[src/rtl/dma_chan.sv]
module dma_chan #(
  parameter bit SECONDARY = 1'b0,
  parameter int CHAN_NUM  = 0
) (
  input  logic        clk,
  input  logic        rst_n,
  input  logic        reg_we,
  input  logic [1:0]  reg_sel,
  input  logic [31:0] reg_wdata,
  output logic [31:0] reg_rdata,
  input  logic        start_req,
  output logic [3:0]  start_mode,
  output logic        busy,
  output logic        irq,
  output logic        mem_req,
  output logic        mem_we,
  output logic        mem_half,
  output logic [31:0] mem_addr,
  output logic [31:0] mem_wdata,
  input  logic        mem_ack,
  input  logic [31:0] mem_rdata
);
  localparam int CW = SECONDARY ? ((CHAN_NUM == 3) ? 16 : 14) : 21;

  typedef enum logic [1:0] {IDLE, RD, WR} st_t;
  st_t st;

  logic [31:0] src_r, dst_r, ctrl, cur_src, cur_dst, data_r;
  logic [CW:0] rem;
  logic [3:0]  smode;

  wire        wr_ctl = reg_we && reg_sel == 2'd2 && st == IDLE;
  wire        arm    = wr_ctl && !ctrl[31] && reg_wdata[31];
  wire [31:0] ctl_n  = wr_ctl ? reg_wdata : ctrl;
  wire [3:0]  smode_n = SECONDARY ? {2'b10, reg_wdata[29:28]} : {1'b0, reg_wdata[29:27]};
  wire        trig   = !wr_ctl && start_req && ctrl[31] && st == IDLE && smode[2:0] != 3'd0;
  wire        go     = (arm && smode_n[2:0] == 3'd0) || trig;
  wire [CW-1:0] cnt_f = ctl_n[CW-1:0];
  wire [CW:0]   cnt_n = (cnt_f == '0) ? {1'b1, {CW{1'b0}}} : {1'b0, cnt_f};
  wire [31:0] unit   = ctrl[26] ? 32'd2 : 32'd4;
  wire        last   = rem == (CW+1)'(1);

  function automatic logic [31:0] stepped(input logic [31:0] a, input logic [1:0] m,
                                          input logic [31:0] u);
    case (m)
      2'b01:   stepped = a - u;
      2'b10:   stepped = a;
      default: stepped = a + u;
    endcase
  endfunction

  always_ff @(posedge clk) begin
    if (!rst_n) begin
      st <= IDLE;
      src_r <= '0; dst_r <= '0; ctrl <= '0;
      cur_src <= '0; cur_dst <= '0; data_r <= '0;
      rem <= '0; smode <= '0; irq <= 1'b0;
    end else begin
      irq <= 1'b0;
      if (reg_we && reg_sel == 2'd0) src_r <= reg_wdata;
      if (reg_we && reg_sel == 2'd1) dst_r <= reg_wdata;
      if (wr_ctl) ctrl <= reg_wdata;
      if (arm) begin
        cur_src <= src_r;
        cur_dst <= dst_r;
        smode   <= smode_n;
      end
      if (go) begin
        rem <= cnt_n;
        st  <= RD;
        if (trig && ctl_n[18:17] == 2'b11) cur_dst <= dst_r;
      end
      case (st)
        RD: if (mem_ack) begin
          data_r  <= mem_rdata;
          cur_src <= stepped(cur_src, ctrl[20:19], unit);
          st      <= WR;
        end
        WR: if (mem_ack) begin
          cur_dst <= stepped(cur_dst, ctrl[18:17], unit);
          rem     <= rem - (CW+1)'(1);
          if (last) begin
            st <= IDLE;
            if (!ctrl[25]) ctrl[31] <= 1'b0;
            irq <= ctrl[30];
          end else begin
            st <= RD;
          end
        end
        default: ;
      endcase
    end
  end

  assign busy       = st != IDLE;
  assign mem_req    = st != IDLE;
  assign mem_we     = st == WR;
  assign mem_half   = ctrl[26];
  assign mem_addr   = (st == WR) ? cur_dst : cur_src;
  assign mem_wdata  = data_r;
  assign start_mode = smode;

  always_comb begin
    case (reg_sel)
      2'd0:    reg_rdata = src_r;
      2'd1:    reg_rdata = dst_r;
      2'd2:    reg_rdata = ctrl;
      default: reg_rdata = '0;
    endcase
  end
endmodule


[config.mk]
export PLATFORM = sky130hd
export DESIGN_NAME = dma_chan
export DESIGN_NICKNAME = d
export VERILOG_FILES = /design/src/rtl/dma_chan.sv
export SDC_FILE = /design/constraint.sdc
export NUM_CORES = 1
export LEC_CHECK = 0
export BUFFER_PORTS_ARGS = -buffer_cell sky130_fd_sc_hd__buf_4
export CORE_MARGIN = 2
export CORE_UTILIZATION = 32
export DETAILED_ROUTE_END_ITERATION = 12
export PLACE_DENSITY = 0.46
export SLEW_MARGIN = 20
export SYNTH_ARGS = -nofsm -noshare
export SYNTH_HDL_FRONTEND = slang
export SYNTH_SLANG_ARGS = --single-unit
[constraint.sdc]
create_clock -name clk -period 4.28 [get_ports clk]
set_input_delay 0.214 -clock clk [delete_from_list [all_inputs] [get_ports clk]]
set_output_delay 0.214 -clock clk [all_outputs]
set_load 0.01 [all_outputs]
==> results of run 1 <==
## flip-flops by register name, indices dropped and copies added (netlist names)
name	flops
ctrl	32
cur_dst	32
cur_src	32
dst_r	32
mem_wdata	32
src_r	32
rem	22
start_mode	3
st	2
irq	1
## power groups by stage
stage / combinational, mW / sequential [mW] / clock [mW]
5_1_grt: 0.636 / 2.18 / 2.55
3_3_place_gp: 0.535 / 2.22 / 0
3_5_place_dp: 0.535 / 2.22 / 0
2_1_floorplan: 0.345 / 2.16 / 0
6_report: 0.588 / 2.18 / 2.42
4_1_cts: 0.585 / 2.18 / 2.47
## cells in the mapped netlist (23+ instances only)
| cell type | n |
|---|---|
| nand3_1 | 61 |
| clkbuf_1 | 148 |
| nor4_1 | 30 |
| and3_1 | 28 |
| nand2_1 | 380 |
| a21boi_0 | 127 |
| nor2b_1 | 35 |
| mux2i_1 | 76 |
| a21oi_1 | 57 |
| nor3_1 | 36 |
| mux2_2 | 37 |
| nor2_1 | 111 |
| o221ai_1 | 23 |
| and2_1 | 25 |
| dfxtp_1 | 220 |
| o21ai_0 | 100 |
## critical path: stages, from the launching register on
cell and delay [ps]:
dfxtp_1 540, inv_1 220, ha_1 370, o21a_1 200, o2111ai_1 120, a221oi_1 890
a31oi_1 400, mux2_2 410, a22oi_1 140, o21ai_1 80
## per-layer routing
metal / vias up / global-route usage (%) / wire length [µm]
li1: 7011 / - / -
met1: 7213 / 37.81 / 28150
met2: 522 / 39.58 / 26290
met3: 71 / 2.578 / 3558
met4: 0 / 6.609 / 1393
met5: - / 0 / 0
## cell families after synthesis
kind of cell	count (synthesis)	share of synthesized area (%)
DFF	220	31.24
muxes	113	8.353
other	1	0.02660
xor gates and xnor gates	27	1.678
adders and majority gates	11	0.9764
AOI/OAI and AO/OA	484	24.07
buffers and inverters	189	5.281
and+or+nand+nor	830	28.37
## cells in the final DEF, fill, tap and decap left out, types with 11 or more instances in the layout
master and n:
a21boi_0 127, a21oi_1 57, a22oi_1 16, a31oi_1 16
and2_1 24, and3_1 28, and4_1 11, buf_4 204
clkbuf_16 29, dfxtp_1 220, dlygate4sd3_1 64, inv_1 13
mux2_2 37, mux2i_1 76, nand2_1 379, nand3_1 61
nand4_1 21, nor2_1 111, nor2b_1 32, nor3_1 36
nor4_1 30, o211ai_1 14, o21a_1 14, o21ai_0 100
o221ai_1 23, o22ai_1 12, or3_1 19, xnor2_1 22
## repair_timing
| item | in CTS | in global routing |
|---|---|---|
| hold buffers | 64 | 0 |
| endpoints found under the hold margin | 109 | 0 |
| setup buffers | 0 | 0 |
## worst paths after layout
path	start	to	slack [ps]	cells after the start
setup / recovery	ctrl[26]$_SDFFE_PN0P_	cur_dst[31]$_SDFFE_PN0P_	790	9
hold / removal	mem_ack	st[0]$_SDFF_PN0_	160	4
setup reg to reg	ctrl[26]$_SDFFE_PN0P_	cur_dst[31]$_SDFFE_PN0P_	790	9
hold reg to reg	ctrl[30]$_SDFFE_PN0P_	irq$_SDFF_PN0_	450	2
## metrics by stage
stage	hold slack [ps]	std cells	worst slack, ps	util, %
floorplan	358.9	1875	906.6	-
global placement	448.4	2489	932.0	36.28
detailed placement	442.0	2489	922.0	36.28
CTS	141.0	2602	913.7	39.88
global route	190.1	2602	541.0	39.88
finish	156.2	2602	788.9	39.88
## layout make-up
class                      count  share of cell area (%)
sequential                   220                   25.53
tap                          585                   4.243
timing repair buffer         269                   12.65
clock inverter                 7                  0.6527
multi-input combinational   1466                   51.98
clock buffer                  42                   4.663
inverter                      13                  0.2828
==> flow_metrics.py, run 1 <==
metrics = {
    "route": {
        "viasPerCell": 5.694,
        "wl_per_cell_um": 22.83,
        "vias": 14820,
        "post-route-drc-count": 0,
        "drtIter0Drc": 1370,
        "totalWireLength_um": 59400,
        "drtAntennaViolNets": 0,
        "dr.pass1.iters": 6,
    },
    "clock_network": {
        "cts_made_buffers": 28,
        "cts_max_level": 1,
        "clock_latency_ps": 560,
        "cts_tree": "built",
        "cts_buffer_depth": 3,
        "cts.sinks": 220,
        "cts_resized": 0,
        "clk_transition_reported_paths_ps": 60,
        "cts_root_buf": "clkbuf_16",
    },
    "synthesis": {
        "async_flop_share_pct": 0,
        "ys_warn_count": 0,
        "netlist-cell-type-count": 85,
        "ys_seq_area_share_pct": 31.24,
        "syn_nets": 1957,
        "synth_ff_type": "dfxtp_1",
        "ys_ff_latch": 220,
        "synth_area_leaders": "dfxtp_1 31%, nand2_1 10%, a21boi_0 6.8%",
        "postSynthCellCount": 1875,
        "yosysTopAreaCellShare_pct": 31.24,
        "synth_top_cell_by_area": "dfxtp_1",
        "synth_area_per_cell_um2": 7.518,
        "synth_area_um2": 14100,
        "synth_edf_count": 0,
    },
    "place": {
        "placed_cell_area_um2": 15700,
        "io_buffers": 174,
        "place_congestion": 0.8926,
        "hpwl_um": 43320,
    },
    "pwr": {
        "intPower_mw": 3.816,
        "pwr-share-seq_pct": 42.0,
        "switching_share_pct": 26.42,
        "clkPwrFrac_pct": 46.6,
        "power_mw": 5.186,
        "power_density_nw_per_um2": 300.6,
        "p_sw_mw": 1.370,
        "leakagePower_nw": 6.542,
        "max-vdd-ir-drop_mv": 0.2918,
        "pwr-share-comb_pct": 11.3,
    },
    "final_layout": {
        "seqCellArea_um2": 4404,
        "n_fill_cell": 4554,
        "diodes": 0,
        "synthToLayoutAreaGrowth_pct": 22.39,
        "design_area_um2": 17250,
        "multi_input_area_um2": 8967,
        "num-nets-final": 2080,
        "drive_above_1_share_pct": 15.72,
    },
    "timing": {
        "tightest_slew_ps": 983.3,
        "period_share_pct": 81.57,
        "fmax_mhz": 286.4,
        "setup_viol": 0,
        "relSlewSlack_pct": 34.45,
        "rsz0062_at_grt": "no",
        "hold_viol": 0,
        "final_max_slew_viol_count": 0,
        "finalSetupTns_ps": 0,
        "min_period_ps": 3491,
        "fin_skew_ps": 10.09,
    },
    "grt": {
        "track_usage_pct": 25.60,
        "antenna_found_initial": 0,
        "grt_pass1_wl_um": 89700,
        "grt_max_degree": 119,
        "gr-total-overflow": 0,
        "grt_pass1_vias": 14060,
    },
    "die": {
        "placementRows": 76,
        "dieArea_um2": 45740,
        "num_io_pins": 176,
        "die_h_um": 213.9,
        "die_w_um": 213.9,
        "core_um2": 43270,
        "initial_core_util_pct": 32.58,
    },
    "min_path": {
        "hp-class": "in2reg",
    },
    "critical_path": {
        "path_max_fanout": 6,
        "required_ps": 4720,
        "crit_type": "reg2reg",
        "worstSetupEndpointType": "register",
        "critPathArrivalTime_ps": 3930,
        "cp-start-kind": "register",
    },
    "outcome": {
        "status": "completed",
    },
    "flow_run": {
        "max_cap_violations": 0,
    },
}
Power figures use the tool's default switching activity.
==> inputs of run 2 (changes only) <==
==> constraint.sdc (replaced) <==
create_clock -name clk -period 3.5 [get_ports clk]
set_input_delay 0.175 -clock clk [delete_from_list [all_inputs] [get_ports clk]]
set_output_delay 0.175 -clock clk [all_outputs]
set_load 0.01 [all_outputs]
==> run 2 against run 1 <==
Cell count up 0.92%. Clock power grew 18%. Via count up 0.33%. Sequential share of layout area decreased by 0.22 points. Sequential power increased by 22%. Die area is the same. Critical endpoint is now cur_src[20]$_SDFFE_PN0P_. Core utilization up 0.35 points. Maximum frequency increased by 13%. Non-clock buffer count increased by 21. Global-route usage about the same.
==> flow_metrics.py, run 2 (synthesis gave the netlist of run 1 again) <==
metrics = {
    "outcome": {
        "status": "completed",
    },
    "route": {
        "drtAntennaViolNets": 0,
        "dr_wl_met2_um": 25790,
        "viasPerCell": 5.661,
        "totalWireLength_um": 59780,
        "drtIter0Drc": 1359,
        "post-route-drc-count": 0,
        "wl_per_cell_um": 22.76,
        "route.met3.wl_um": 3924,
        "dr.pass1.iters": 5,
        "vias": 14870,
        "maxUsedRoutingLayer": "met4",
        "drt-met1-wl_um": 28130,
    },
    "clock_network": {
        "cts_buffer_depth": 3,
        "cts.sinks": 220,
        "cts_root_buf": "clkbuf_16",
        "clock_latency_ps": 560,
        "cts_max_level": 1,
        "cts_made_buffers": 28,
        "cts_tree": "built",
        "clk_transition_reported_paths_ps": 60,
    },
    "die": {
        "die_w_um": 213.9,
        "initial_core_util_pct": 32.58,
        "core_um2": 43270,
        "num_io_pins": 176,
        "dieArea_um2": 45740,
        "placementRows": 76,
        "die_h_um": 213.9,
    },
    "final_layout": {
        "layout_common_cells": "379 x nand2_1, 224 x buf_4, 220 x dfxtp_1",
        "layout_commonest_cell": "nand2_1",
        "synthToLayoutAreaGrowth_pct": 23.47,
        "diodes": 0,
        "drive_above_1_share_pct": 16.56,
        "num-nets-final": 2101,
    },
    "critical_path": {
        "path_max_fanout": 7,
        "crit_start": "ctrl[20]$_SDFF_PN0_",
        "r2r_start": "ctrl[20]$_SDFF_PN0_",
        "crit_type": "reg2reg",
        "critPathArrivalTime_ps": 3550,
        "cp-start-kind": "register",
        "worstSetupEndpointType": "register",
        "required_ps": 3950,
    },
    "timing": {
        "relSlewSlack_pct": 36.88,
        "finalSetupTns_ps": 0,
        "period_share_pct": 88.50,
        "hold_viol": 0,
        "final_max_slew_viol_count": 0,
        "tightest_slew_ps": 933.7,
        "setup_ws_ps": 402.7,
        "fmax_mhz": 322.9,
        "fin_hold_ws_ps": 111.4,
        "fin_skew_ps": 10.91,
        "rsz0062_at_grt": "no",
        "setup_viol": 0,
        "min_period_ps": 3097,
    },
    "pwr": {
        "power_density_nw_per_um2": 359.7,
        "leakagePower_nw": 6.645,
        "max-vdd-ir-drop_mv": 0.3323,
    },
    "grt": {
        "track_usage_pct": 25.65,
        "grt_pass1_wl_um": 89370,
        "grt_pass1_vias": 14040,
        "grt_max_degree": 96,
        "antenna_found_initial": 0,
        "gr-total-overflow": 0,
    },
    "place": {
        "preCtsSetupSlack_ps": 487.5,
        "io_buffers": 174,
        "place_congestion": 0.9317,
        "hpwl_um": 44010,
    },
    "min_path": {
        "hp-class": "in2reg",
        "min_from": "reg_we",
    },
    "flow_run": {
        "max_cap_violations": 0,
    },
}
==> run 2: cell count changes in the layout (fill, tap and decap cells not counted), moves of 2 or more <==
cell | previous run | this run
buf_4 | 204 | 224
bufinv_16 | 3 | 1
clkbuf_1 | 10 | 13
clkbuf_8 | 3 | 5
==> run 2: what timing repair did <==
item	4_1_cts	5_1_grt
endpoints found under the hold margin	116	0
hold buffers	64	0
buffers inserted	0	0
gates resized for setup	0	0
==> run 2: area by class of cell <==
| type | count | area [µm²] |
|---|---|---|
| fillers | 4486 | 25860 |
| inverters | 13 | 48.80 |
| clock buffers | 47 | 843.3 |
| well taps | 585 | 732.0 |
| multi-input cells | 1466 | 8969 |
| repair buffers | 290 | 2354 |
| clock inverters | 5 | 53.80 |
| flip-flops and latches | 220 | 4404 |
==> run 2: critical path: stages (launching register included) <==
cell,delay (ps)
dfxtp_1,320
nand2b_1,290
nor2_1,80
ha_1,310
nor2b_1,430
o211ai_1,300
o21ai_0,460
nand3_1,140
mux2_2,300
and3_1,180
o21a_1,170
==> run 2: per-stage QoR <==
stage	power, mW	cells	utilization [%]	cell area, µm²
floorplan	3.066	1875	-	14100
global placement	3.386	2510	36.67	15860
detailed placement	3.386	2510	36.67	15860
CTS	6.312	2626	40.22	17400
global route	6.490	2626	40.23	17400
finish	6.261	2626	40.23	17400
==> run 2: where the power goes <==
group	internal, mW	switching (mW)
registers	2.56	0.0918
clock network	1.70	1.16
logic	0.323	0.427
==> run 2: routing by layer <==
metal / up-vias / track usage (%)
met2: 557 / 38.70
met1: 7189 / 37.35
met4: 0 / 8.285
met5: - / 0
met3: 79 / 3.676
li1: 7041 / -
==> run 2: path summary, 6_finish.rpt <==
kind	end	slack, ps	depth (start not counted)
setup / recovery	cur_src[20]$_SDFFE_PN0P_	400	10
hold / removal	dst_r[31]$_SDFFE_PN0P_	110	4
setup reg to reg	cur_src[20]$_SDFFE_PN0P_	400	10
hold reg to reg	irq$_SDFF_PN0_	450	2
